--- config.mk ---
export PLATFORM = sky130hd
export DESIGN_NAME = i2c_chan_sel
export DESIGN_NICKNAME = d
export VERILOG_FILES = /design/src/rtl/chsel_pkg.sv /design/src/rtl/chsel_glitch.sv /design/src/rtl/chsel_busev.sv /design/src/rtl/chsel_ctrl.sv /design/src/rtl/i2c_chan_sel.sv
export SDC_FILE = /design/constraint.sdc
export NUM_CORES = 1
export LEC_CHECK = 0
export BUFFER_PORTS_ARGS = -buffer_cell sky130_fd_sc_hd__buf_4
export CORE_UTILIZATION = 50
export CTS_BUF_LIST = sky130_fd_sc_hd__clkbuf_16
export DETAILED_ROUTE_END_ITERATION = 10
export PLACE_DENSITY = 0.75
export RECOVER_POWER = 25
export SLEW_MARGIN = 20
export SYNTH_ARGS = -nofsm -noshare
export SYNTH_HDL_FRONTEND = slang
export SYNTH_SLANG_ARGS = --single-unit
--- constraint.sdc ---
create_clock -name clk -period 1.9 [get_ports clk]
set_input_delay 0.38 -clock clk [delete_from_list [all_inputs] [get_ports clk]]
set_output_delay 0.38 -clock clk [all_outputs]
set_load 0.01 [all_outputs]
--- src/rtl/chsel_pkg.sv ---
package chsel_pkg;
   localparam int BYTE_W = 8;
   localparam int BITCNT_W = $clog2(BYTE_W + 1);

   typedef enum logic [2:0] {
      ST_IDLE,
      ST_ADDR,
      ST_AACK,
      ST_WDAT,
      ST_WACK,
      ST_RDAT,
      ST_RACK
   } chsel_state_t;
endpackage

--- src/rtl/chsel_glitch.sv ---
module chsel_glitch #(
   parameter int SYNC_STAGES = 2,
   parameter int FILT_CYCLES = 6
) (
   input  logic clk,
   input  logic rst_n,
   input  logic raw,
   output logic clean
);
   logic [SYNC_STAGES-1:0] sync_q;

   always_ff @(posedge clk or negedge rst_n) begin
      if (!rst_n) sync_q <= '1;
      else        sync_q <= {sync_q[SYNC_STAGES-2:0], raw};
   end

   generate
      if (FILT_CYCLES == 0) begin : g_bypass
         assign clean = sync_q[SYNC_STAGES-1];
      end else begin : g_count
         localparam int CW = $clog2(FILT_CYCLES + 1);
         logic [CW-1:0] cnt_q;
         logic          lvl_q;

         always_ff @(posedge clk or negedge rst_n) begin
            if (!rst_n) begin
               cnt_q <= '0;
               lvl_q <= 1'b1;
            end else if (sync_q[SYNC_STAGES-1] == lvl_q) begin
               cnt_q <= '0;
            end else if (cnt_q == CW'(FILT_CYCLES - 1)) begin
               cnt_q <= '0;
               lvl_q <= sync_q[SYNC_STAGES-1];
            end else begin
               cnt_q <= cnt_q + 1'b1;
            end
         end
         assign clean = lvl_q;
      end
   endgenerate
endmodule

--- src/rtl/chsel_busev.sv ---
module chsel_busev (
   input  logic clk,
   input  logic rst_n,
   input  logic scl,
   input  logic sda,
   output logic start_det,
   output logic stop_det,
   output logic scl_rise,
   output logic scl_fall
);
   logic scl_q, sda_q;

   always_ff @(posedge clk or negedge rst_n) begin
      if (!rst_n) begin
         scl_q <= 1'b1;
         sda_q <= 1'b1;
      end else begin
         scl_q <= scl;
         sda_q <= sda;
      end
   end

   assign start_det = scl_q & scl & sda_q & ~sda;
   assign stop_det  = scl_q & scl & ~sda_q & sda;
   assign scl_rise  = ~scl_q & scl;
   assign scl_fall  = scl_q & ~scl;
endmodule

--- src/rtl/chsel_ctrl.sv ---
module chsel_ctrl
   import chsel_pkg::*;
#(
   parameter int         NCH     = 4,
   parameter logic [3:0] ADDR_HI = 4'b1110
) (
   input  logic           clk,
   input  logic           rst_n,
   input  logic           start_det,
   input  logic           stop_det,
   input  logic           scl_rise,
   input  logic           scl_fall,
   input  logic           sda,
   input  logic [2:0]     strap,
   output logic           sda_low,
   output logic [NCH-1:0] chan_en,
   output logic           idle
);
   localparam logic [BITCNT_W-1:0] LAST_BIT = BITCNT_W'(BYTE_W);

   chsel_state_t          state;
   logic [BITCNT_W-1:0]   bitcnt;
   logic [BYTE_W-1:0]     shr;
   logic [BYTE_W-1:0]     tx;
   logic [BYTE_W-1:0]     rd_byte;
   logic                  rw;
   logic                  mack;
   logic [NCH-1:0]        pend;
   logic                  pend_v;

   always_comb begin
      rd_byte = '0;
      rd_byte[NCH-1:0] = chan_en;
   end

   always_ff @(posedge clk or negedge rst_n) begin
      if (!rst_n) begin
         state   <= ST_IDLE;
         bitcnt  <= '0;
         shr     <= '0;
         tx      <= '0;
         rw      <= 1'b0;
         mack    <= 1'b0;
         pend    <= '0;
         pend_v  <= 1'b0;
         sda_low <= 1'b0;
         chan_en <= '0;
      end else if (stop_det) begin
         state   <= ST_IDLE;
         sda_low <= 1'b0;
         pend_v  <= 1'b0;
         if (pend_v) chan_en <= pend;
      end else if (start_det) begin
         state   <= ST_ADDR;
         bitcnt  <= '0;
         sda_low <= 1'b0;
      end else begin
         case (state)
            ST_ADDR: begin
               if (scl_rise) begin
                  shr    <= {shr[BYTE_W-2:0], sda};
                  bitcnt <= bitcnt + 1'b1;
               end else if (scl_fall && bitcnt == LAST_BIT) begin
                  if (shr[BYTE_W-1:1] == {ADDR_HI, strap}) begin
                     rw      <= shr[0];
                     sda_low <= 1'b1;
                     state   <= ST_AACK;
                  end else begin
                     state <= ST_IDLE;
                  end
               end
            end
            ST_AACK: begin
               if (scl_fall) begin
                  bitcnt <= '0;
                  if (rw) begin
                     tx      <= {rd_byte[BYTE_W-2:0], 1'b0};
                     sda_low <= ~rd_byte[BYTE_W-1];
                     state   <= ST_RDAT;
                  end else begin
                     sda_low <= 1'b0;
                     state   <= ST_WDAT;
                  end
               end
            end
            ST_WDAT: begin
               if (scl_rise) begin
                  shr    <= {shr[BYTE_W-2:0], sda};
                  bitcnt <= bitcnt + 1'b1;
               end else if (scl_fall && bitcnt == LAST_BIT) begin
                  pend    <= shr[NCH-1:0];
                  pend_v  <= 1'b1;
                  sda_low <= 1'b1;
                  state   <= ST_WACK;
               end
            end
            ST_WACK: begin
               if (scl_fall) begin
                  sda_low <= 1'b0;
                  bitcnt  <= '0;
                  state   <= ST_WDAT;
               end
            end
            ST_RDAT: begin
               if (scl_rise) begin
                  bitcnt <= bitcnt + 1'b1;
               end else if (scl_fall) begin
                  if (bitcnt == LAST_BIT) begin
                     sda_low <= 1'b0;
                     state   <= ST_RACK;
                  end else begin
                     sda_low <= ~tx[BYTE_W-1];
                     tx      <= {tx[BYTE_W-2:0], 1'b0};
                  end
               end
            end
            ST_RACK: begin
               if (scl_rise) begin
                  mack <= ~sda;
               end else if (scl_fall) begin
                  if (mack) begin
                     tx      <= {rd_byte[BYTE_W-2:0], 1'b0};
                     sda_low <= ~rd_byte[BYTE_W-1];
                     bitcnt  <= '0;
                     state   <= ST_RDAT;
                  end else begin
                     state <= ST_IDLE;
                  end
               end
            end
            default: ;
         endcase
      end
   end

   assign idle = (state == ST_IDLE);
endmodule

--- src/rtl/i2c_chan_sel.sv ---
module i2c_chan_sel #(
   parameter int         NCH         = 4,
   parameter int         SYNC_STAGES = 2,
   parameter int         FILT_CYCLES = 6,
   parameter logic [3:0] ADDR_HI     = 4'b1110
) (
   input  logic           clk,
   input  logic           rst_n,
   input  logic [2:0]     strap,
   input  logic           scl_in,
   input  logic           sda_in,
   output logic           sda_low,
   output logic [NCH-1:0] chan_en
);
   localparam int NLINES = 2;

   generate
      if (NCH < 1 || NCH > 8) begin : g_bad_nch
         $error("NCH must lie in 1..8");
      end
      if (SYNC_STAGES < 2) begin : g_bad_sync
         $error("SYNC_STAGES must be at least 2");
      end
      if (FILT_CYCLES < 0) begin : g_bad_filt
         $error("FILT_CYCLES must not be negative");
      end
   endgenerate

   logic [NLINES-1:0] raw_lines;
   logic [NLINES-1:0] flt_lines;
   logic start_det, stop_det, scl_rise, scl_fall, idle;

   assign raw_lines = {sda_in, scl_in};

   generate
      for (genvar i = 0; i < NLINES; i++) begin : g_line
         chsel_glitch #(
            .SYNC_STAGES(SYNC_STAGES),
            .FILT_CYCLES(FILT_CYCLES)
         ) u_flt (
            .clk  (clk),
            .rst_n(rst_n),
            .raw  (raw_lines[i]),
            .clean(flt_lines[i])
         );
      end
   endgenerate

   chsel_busev u_ev (
      .clk      (clk),
      .rst_n    (rst_n),
      .scl      (flt_lines[0]),
      .sda      (flt_lines[1]),
      .start_det(start_det),
      .stop_det (stop_det),
      .scl_rise (scl_rise),
      .scl_fall (scl_fall)
   );

   chsel_ctrl #(
      .NCH    (NCH),
      .ADDR_HI(ADDR_HI)
   ) u_ctrl (
      .clk      (clk),
      .rst_n    (rst_n),
      .start_det(start_det),
      .stop_det (stop_det),
      .scl_rise (scl_rise),
      .scl_fall (scl_fall),
      .sda      (flt_lines[1]),
      .strap    (strap),
      .sda_low  (sda_low),
      .chan_en  (chan_en),
      .idle     (idle)
   );
endmodule

## Word level (Yosys, flattened, before mapping)

Index checks and enable logic that the tools add are counted.

- Add/sub/neg operators: 3
- Equality and inequality tests: 40
- Mux-type cells: 57
- Bitwise logic cells: 17
- Reduce and logical (&&, ||, !) cells: 21

Operators with widths:

| kind | number |
|---|---|
| $mux 8 | 8 |
| $mux 3 | 19 |
| $ne 4x3->1 const B | 9 |
| $mux 4 | 6 |
| $pmux 8 s3 | 1 |
| $mux 1 | 19 |
| $pmux 3 s6 | 1 |
| $ne 4x4->1 const B | 4 |
| $eq 3x3->1 const B | 5 |
| $reduce_and 13->1 | 1 |
| $ne 2x1->1 const B | 6 |
| $pmux 4 s3 | 1 |
| $reduce_and 12->1 | 1 |
| $reduce_and 4->1 | 3 |
| $reduce_and 11->1 | 1 |
| $not 1->1 | 10 |
| $ne 2x2->1 const B | 4 |
| $reduce_bool 8->1 | 1 |
| $and 1x1->1 | 7 |
| $eq 7x7->1 | 1 |
| $reduce_and 7->1 | 1 |
| $add 3x1->3 const B | 2 |
| $eq 3x2->1 const B | 2 |
| $ne 3x1->1 const B | 2 |
| other kinds (17) | 23 |

- Register bits after elaboration: 49
- Bits of input ports: 7
- Output and inout port bits: 5
- Word-level logic and storage cells: 156

## Depth between registers and ports, before layout

- Depth after elaboration: 8
- Depth in mapped cells: 7
- Gate-level depth less buffers: 7

## Modules after synthesis

A second synthesis with hierarchy kept.

- Cell total of the unflattened synthesis: 201
- Area total of the unflattened synthesis: 2353.5 um2

Modules (own cells, without submodules):

| module | instances | cells each | area an instance (um2) | seq. area each (um2) |
|---|---|---|---|---|
| chsel_ctrl | 1 | 163 | 1818.0 | 850.8 |
| chsel_glitch | 2 | 16 | 224.0 | 153.9 |
| chsel_busev | 1 | 6 | 87.6 | 52.6 |

## Worst setup path before layout

Ideal clock, no wire load.

- Kind: register -> register
- Start: register g_line[1].u_flt.g_count.lvl_q
- End: register u_ctrl.tx[2]
- Setup time: 0.125 ns
- Arrival time: 1.568 ns
- Data required time: 1.775 ns
- Path slack: 0.208 ns
- Cell stages (with the launch flop): 6
- Path buffers: 1
- Clock period less this slack: 1.692 ns
- Cells stage by stage: dfstp_2 clkbuf_1 xor2_1 nand3_1 nand3_2 mux2_2

- Longest elaborated chain between the ends: 4
- Elaborated cells between the ends (all ways): 6
- Those cells by class: 5 x bitwise; 1 x reduce/logical

RTL lines:

| element | RTL line | text |
|---|---|---|
| from (decl) | chsel_glitch.sv:23 | `logic lvl_q;` |
| from (signal assigned) | chsel_glitch.sv:33 | `lvl_q <= sync_q[SYNC_STAGES-1];` |
| $not 1->1 | chsel_busev.sv:23 | `assign start_det = scl_q & scl & sda_q & ~sda;` |
| $and 1x1->1 | chsel_busev.sv:23 |  |
| $not 1->1 (no source line) | - |  |
| $reduce_and 11->1 (no source line) * | - |  |
| to (signal assigned) | chsel_ctrl.sv:77 | `tx <= {rd_byte[BYTE_W-2:0], 1'b0};` |
| to (signal assigned) | chsel_ctrl.sv:113 | `tx <= {tx[BYTE_W-2:0], 1'b0};` |
| to (signal assigned) | chsel_ctrl.sv:122 | `tx <= {rd_byte[BYTE_W-2:0], 1'b0};` |
| to (decl) | chsel_ctrl.sv:24 | `logic [BYTE_W-1:0] tx;` |

Every way passes the cells marked *; elsewhere a longest branch is shown, timed or not.
A chain may end at the register's enable or synchronous reset.

## Worst setup path after layout

- Start: register u_ctrl.bitcnt[1]
- End: register u_ctrl.state[2]

- Longest elaborated chain between the ends: 4
- Elaborated cells between the ends (all ways): 6
- Those cells by class: 4 x eq/ne; 2 x reduce/logical

RTL lines:

| element | RTL line | text |
|---|---|---|
| from (decl) | chsel_ctrl.sv:22 | `logic [BITCNT_W-1:0] bitcnt;` |
| from (signal assigned) | chsel_ctrl.sv:62 | `bitcnt <= bitcnt + 1'b1;` |
| from (signal assigned) | chsel_ctrl.sv:89 | `bitcnt <= bitcnt + 1'b1;` |
| from (signal assigned) | chsel_ctrl.sv:106 | `bitcnt <= bitcnt + 1'b1;` |
| $eq 4x4->1 * | chsel_ctrl.sv:63, chsel_ctrl.sv:90, chsel_ctrl.sv:108 |  |
| $logic_and 1x1->1 | chsel_ctrl.sv:63, chsel_ctrl.sv:90 |  |
| $ne 4x3->1 (no source line) | - |  |
| $reduce_and 12->1 (no source line) * | - |  |
| to (signal assigned) | chsel_ctrl.sv:67 | `state <= ST_AACK;` |
| to (signal assigned) | chsel_ctrl.sv:94 | `state <= ST_WACK;` |
| to (signal assigned) | chsel_ctrl.sv:110 | `state <= ST_RACK;` |
| to (decl) | chsel_ctrl.sv:21 | `chsel_state_t state;` |

Marked as above.

==> flow_summary.toml <==
[status]
outcome = "completed"

[sta]
fin_worst_skew_ns = 0.00500
tns_ns = 0
rsz0062_at_grt = "false"
fmax_ghz = 0.566
period_needed_ns = 1.77
finalCritPeriodShare_pct = 93.0
worst_pin_slew_ns = 1.14
hold_viol_final = 0
drv_slew = 0
max_slew_margin_pct = 24.0
setup_viol = 0

[routing]
drt-pass1-iter-count = 4
vias = 1549
first_iter_violations = 98
route.detailed.drc = 0
vias_per_cell = 5.53
wl_per_cell_um = 13.9
wirelength_um = 3900
antenna_left = 0

[floorplanning]
ios = 12
die_area_um2 = 4860
coreArea_um2 = 4380
start_util_pct = 52.3
num_rows = 24
die_y_um = 69.7
die_w_um = 69.7

[placement]
port_buffers = 11
dp_hpwl_um = 2740
place.gp.congestion = 0.913

[global_route]
grt_pass1_wl_um = 6530
grt_pass1_vias = 1437
grt_usage_pct = 17.0
antenna_found_initial = 0
grt_max_degree = 49
overflow = 0

[synth]
syn_area_um2 = 2290
ys_types = 45
async_flop_share_pct = 100
ys.flop_type = "dfrtp_1"
synth_seq_area_share_pct = 52.8
synth_edf_count = 0
synth_cells = 205
ys_warn_count = 0
synth_fp_nets = 214
avgSynthCellArea_um2 = 11.2
ys_ff_latch = 48

[clocking]
cts.sinks = 48
cts_buffers = 5
cts_resized = 0
clockBufferDepth = 2
h-tree-depth = 2
cts_hold_buffers = 0
clkTransAtPathRegs_ns = 0.06
clk_root_buffer_cell = "clkbuf_16"
cts_tree = "built"
worstSkewPairLatency_ns = 0.28
post-cts-setup-buffer-count = 0

[layout]
num_antenna_cells = 0
final-seq-area_um2 = 1210
area_growth_pct = 14.5
multi_input_area_um2 = 1030
finish.net_count = 236
drive_gt1_share_pct = 30.7
fillers = 365

[setup_path]
arrival_ns = 1.94
start_kind = "flip-flop"
crit_required_ns = 2.07
end_kind = "flip-flop"
critPathMaxFanout = 5
path_class = "reg -> reg"

[power_and_ir_drop]
powerDensity_nw_per_um2 = 1280
p_total_w = 0.00335
vdd_ir_drop_max_mv = 0.838
p_leak_nw = 1.22

[hold_path]
hold_path_class = "in -> reg"

[job]
maxCapViolCount = 0
==> cells in the final DEF, fill, tap and decap left out, drive strengths merged <==
cell / instances
dfrtp: 40
mux2: 25
nand2: 23
buf: 17
o21ai: 13
nor2: 13
inv: 9
nand3: 9
dfstp: 8
clkbuf: 8
a21oi: 7
nand3b: 6
xnor2: 5
nand2b: 5
nor3: 4
and3: 4
nor2b: 3
o31ai: 3
xor2: 2
mux2i: 2
a211oi: 2
nand4b: 2
ha: 2
clkinv: 2
and3b: 1
and2b: 1
o22a: 1
o2bb2ai: 1
a31oi: 1
a221o: 1
o211ai: 1
and4b: 1
nand4: 1
a221oi: 1
nor4b: 1
o22ai: 1
a21bo: 1
or4: 1
==> per-layer routing <==
layer,track usage [%],wire [µm],up-vias
li1,-,-,763
met1,22.6,1890,750
met4,6.00,38,0
met2,27.6,1830,32
met3,3.49,138,4
met5,0,0,-
==> worst paths after layout <==
check | slack, ns | from | to | cells after the start
setup / recovery | 0.13 | u_ctrl.bitcnt[1] | u_ctrl.state[2] | 7
setup reg to reg | 0.13 | u_ctrl.bitcnt[1] | u_ctrl.state[2] | 7
hold / removal | 0.21 | scl_in | g_line[0].u_flt.sync_q[0] | 1
min in group asynchronous | 0.31 | rst_n | u_ctrl.tx[2] | 1
max in group asynchronous | 0.82 | rst_n | u_ctrl.state[1] | 1
hold reg to reg | 0.36 | g_line[1].u_flt.sync_q[0] | g_line[1].u_flt.sync_q[1] | 0
==> layout make-up <==
cell class | instances | area share [%]
inverters | 8 | 1.14
flip-flops and latches | 48 | 46.2
well taps | 52 | 2.48
multi-input cells | 144 | 39.1
clock inverters | 3 | 0.667
clock buffers | 5 | 4.77
repair buffers | 20 | 5.62
==> cells in the mapped netlist, drive strengths merged (4+ instances only) <==
library cell / number / share of area (%)
dfrtp: 40 / 44
nand2b: 5 / 1.7
nand3: 9 / 2.2
nor2: 13 / 2.2
nand2: 23 / 3.9
dfstp: 8 / 9.2
xnor2: 5 / 1.9
nor3: 4 / 0.87
a21oi: 7 / 1.7
nand3b: 6 / 2.0
mux2: 25 / 12
o21ai: 13 / 2.8
inv: 8 / 1.3
and3: 4 / 1.1
==> critical path: stages, from the launching register on <==
cell and delay (ns):
dfrtp_1 0.41, inv_1 0.07, ha_1 0.15, and3b_1 0.30
a31oi_1 0.14, nand2b_1 0.19, a221o_1 0.26, and3_1 0.16
==> where the power goes <==
group | switching (W) | leakage (nW) | internal [W]
sequential | 0.000280 | 0.621 | 0.00123
combinational | 0.000524 | 0.524 | 0.000479
clock | 0.000357 | 0.0716 | 0.000485
total | 0.00116 | 1.22 | 0.00219
==> sequential cells by signal, indices dropped and copies added, names as in the netlist, 2 cells and up <==
name                        cells
g_line.u_flt.g_count.cnt_q      6
u_ctrl.state                    3
u_ctrl.pend                     4
u_ctrl.chan_en                  4
g_line.u_flt.clean              2
g_line.u_flt.sync_q             4
u_ctrl.shr                      8
u_ctrl.tx                       7
u_ctrl.bitcnt                   4
==> per-stage QoR <==
stage / hold WS [ns] / instances / utilization (%) / worst slack, ns / cell area (µm²)
floorplan: 0.0844 / 205 / - / 0.208 / 2290
global placement: 0.346 / 272 / 56.6 / 0.132 / 2480
detailed placement: 0.349 / 272 / 56.6 / 0.131 / 2480
CTS: 0.124 / 280 / 59.9 / 0.0958 / 2630
global route: 0.203 / 280 / 59.9 / 0.0334 / 2630
finish: 0.207 / 280 / 59.9 / 0.134 / 2630
==> kinds of logic (layout without fill, tap and decap cells) <==
| kind of cell | Yosys count | in the layout | share of synthesized area [%] |
|---|---|---|---|
| AND/OR/NAND/NOR | 75 | 75 | 18.6 |
| flip-flops | 48 | 48 | 52.8 |
| AO/OA/AOI/OAI | 33 | 33 | 9.27 |
| multiplexers | 27 | 27 | 13.1 |
| buffers and inverters | 13 | 36 | 2.40 |
| XOR/XNOR | 7 | 7 | 2.67 |
| adder cells (fa/ha/maj) | 2 | 2 | 1.09 |
Note: power is estimated with default switching activity, not from simulation.
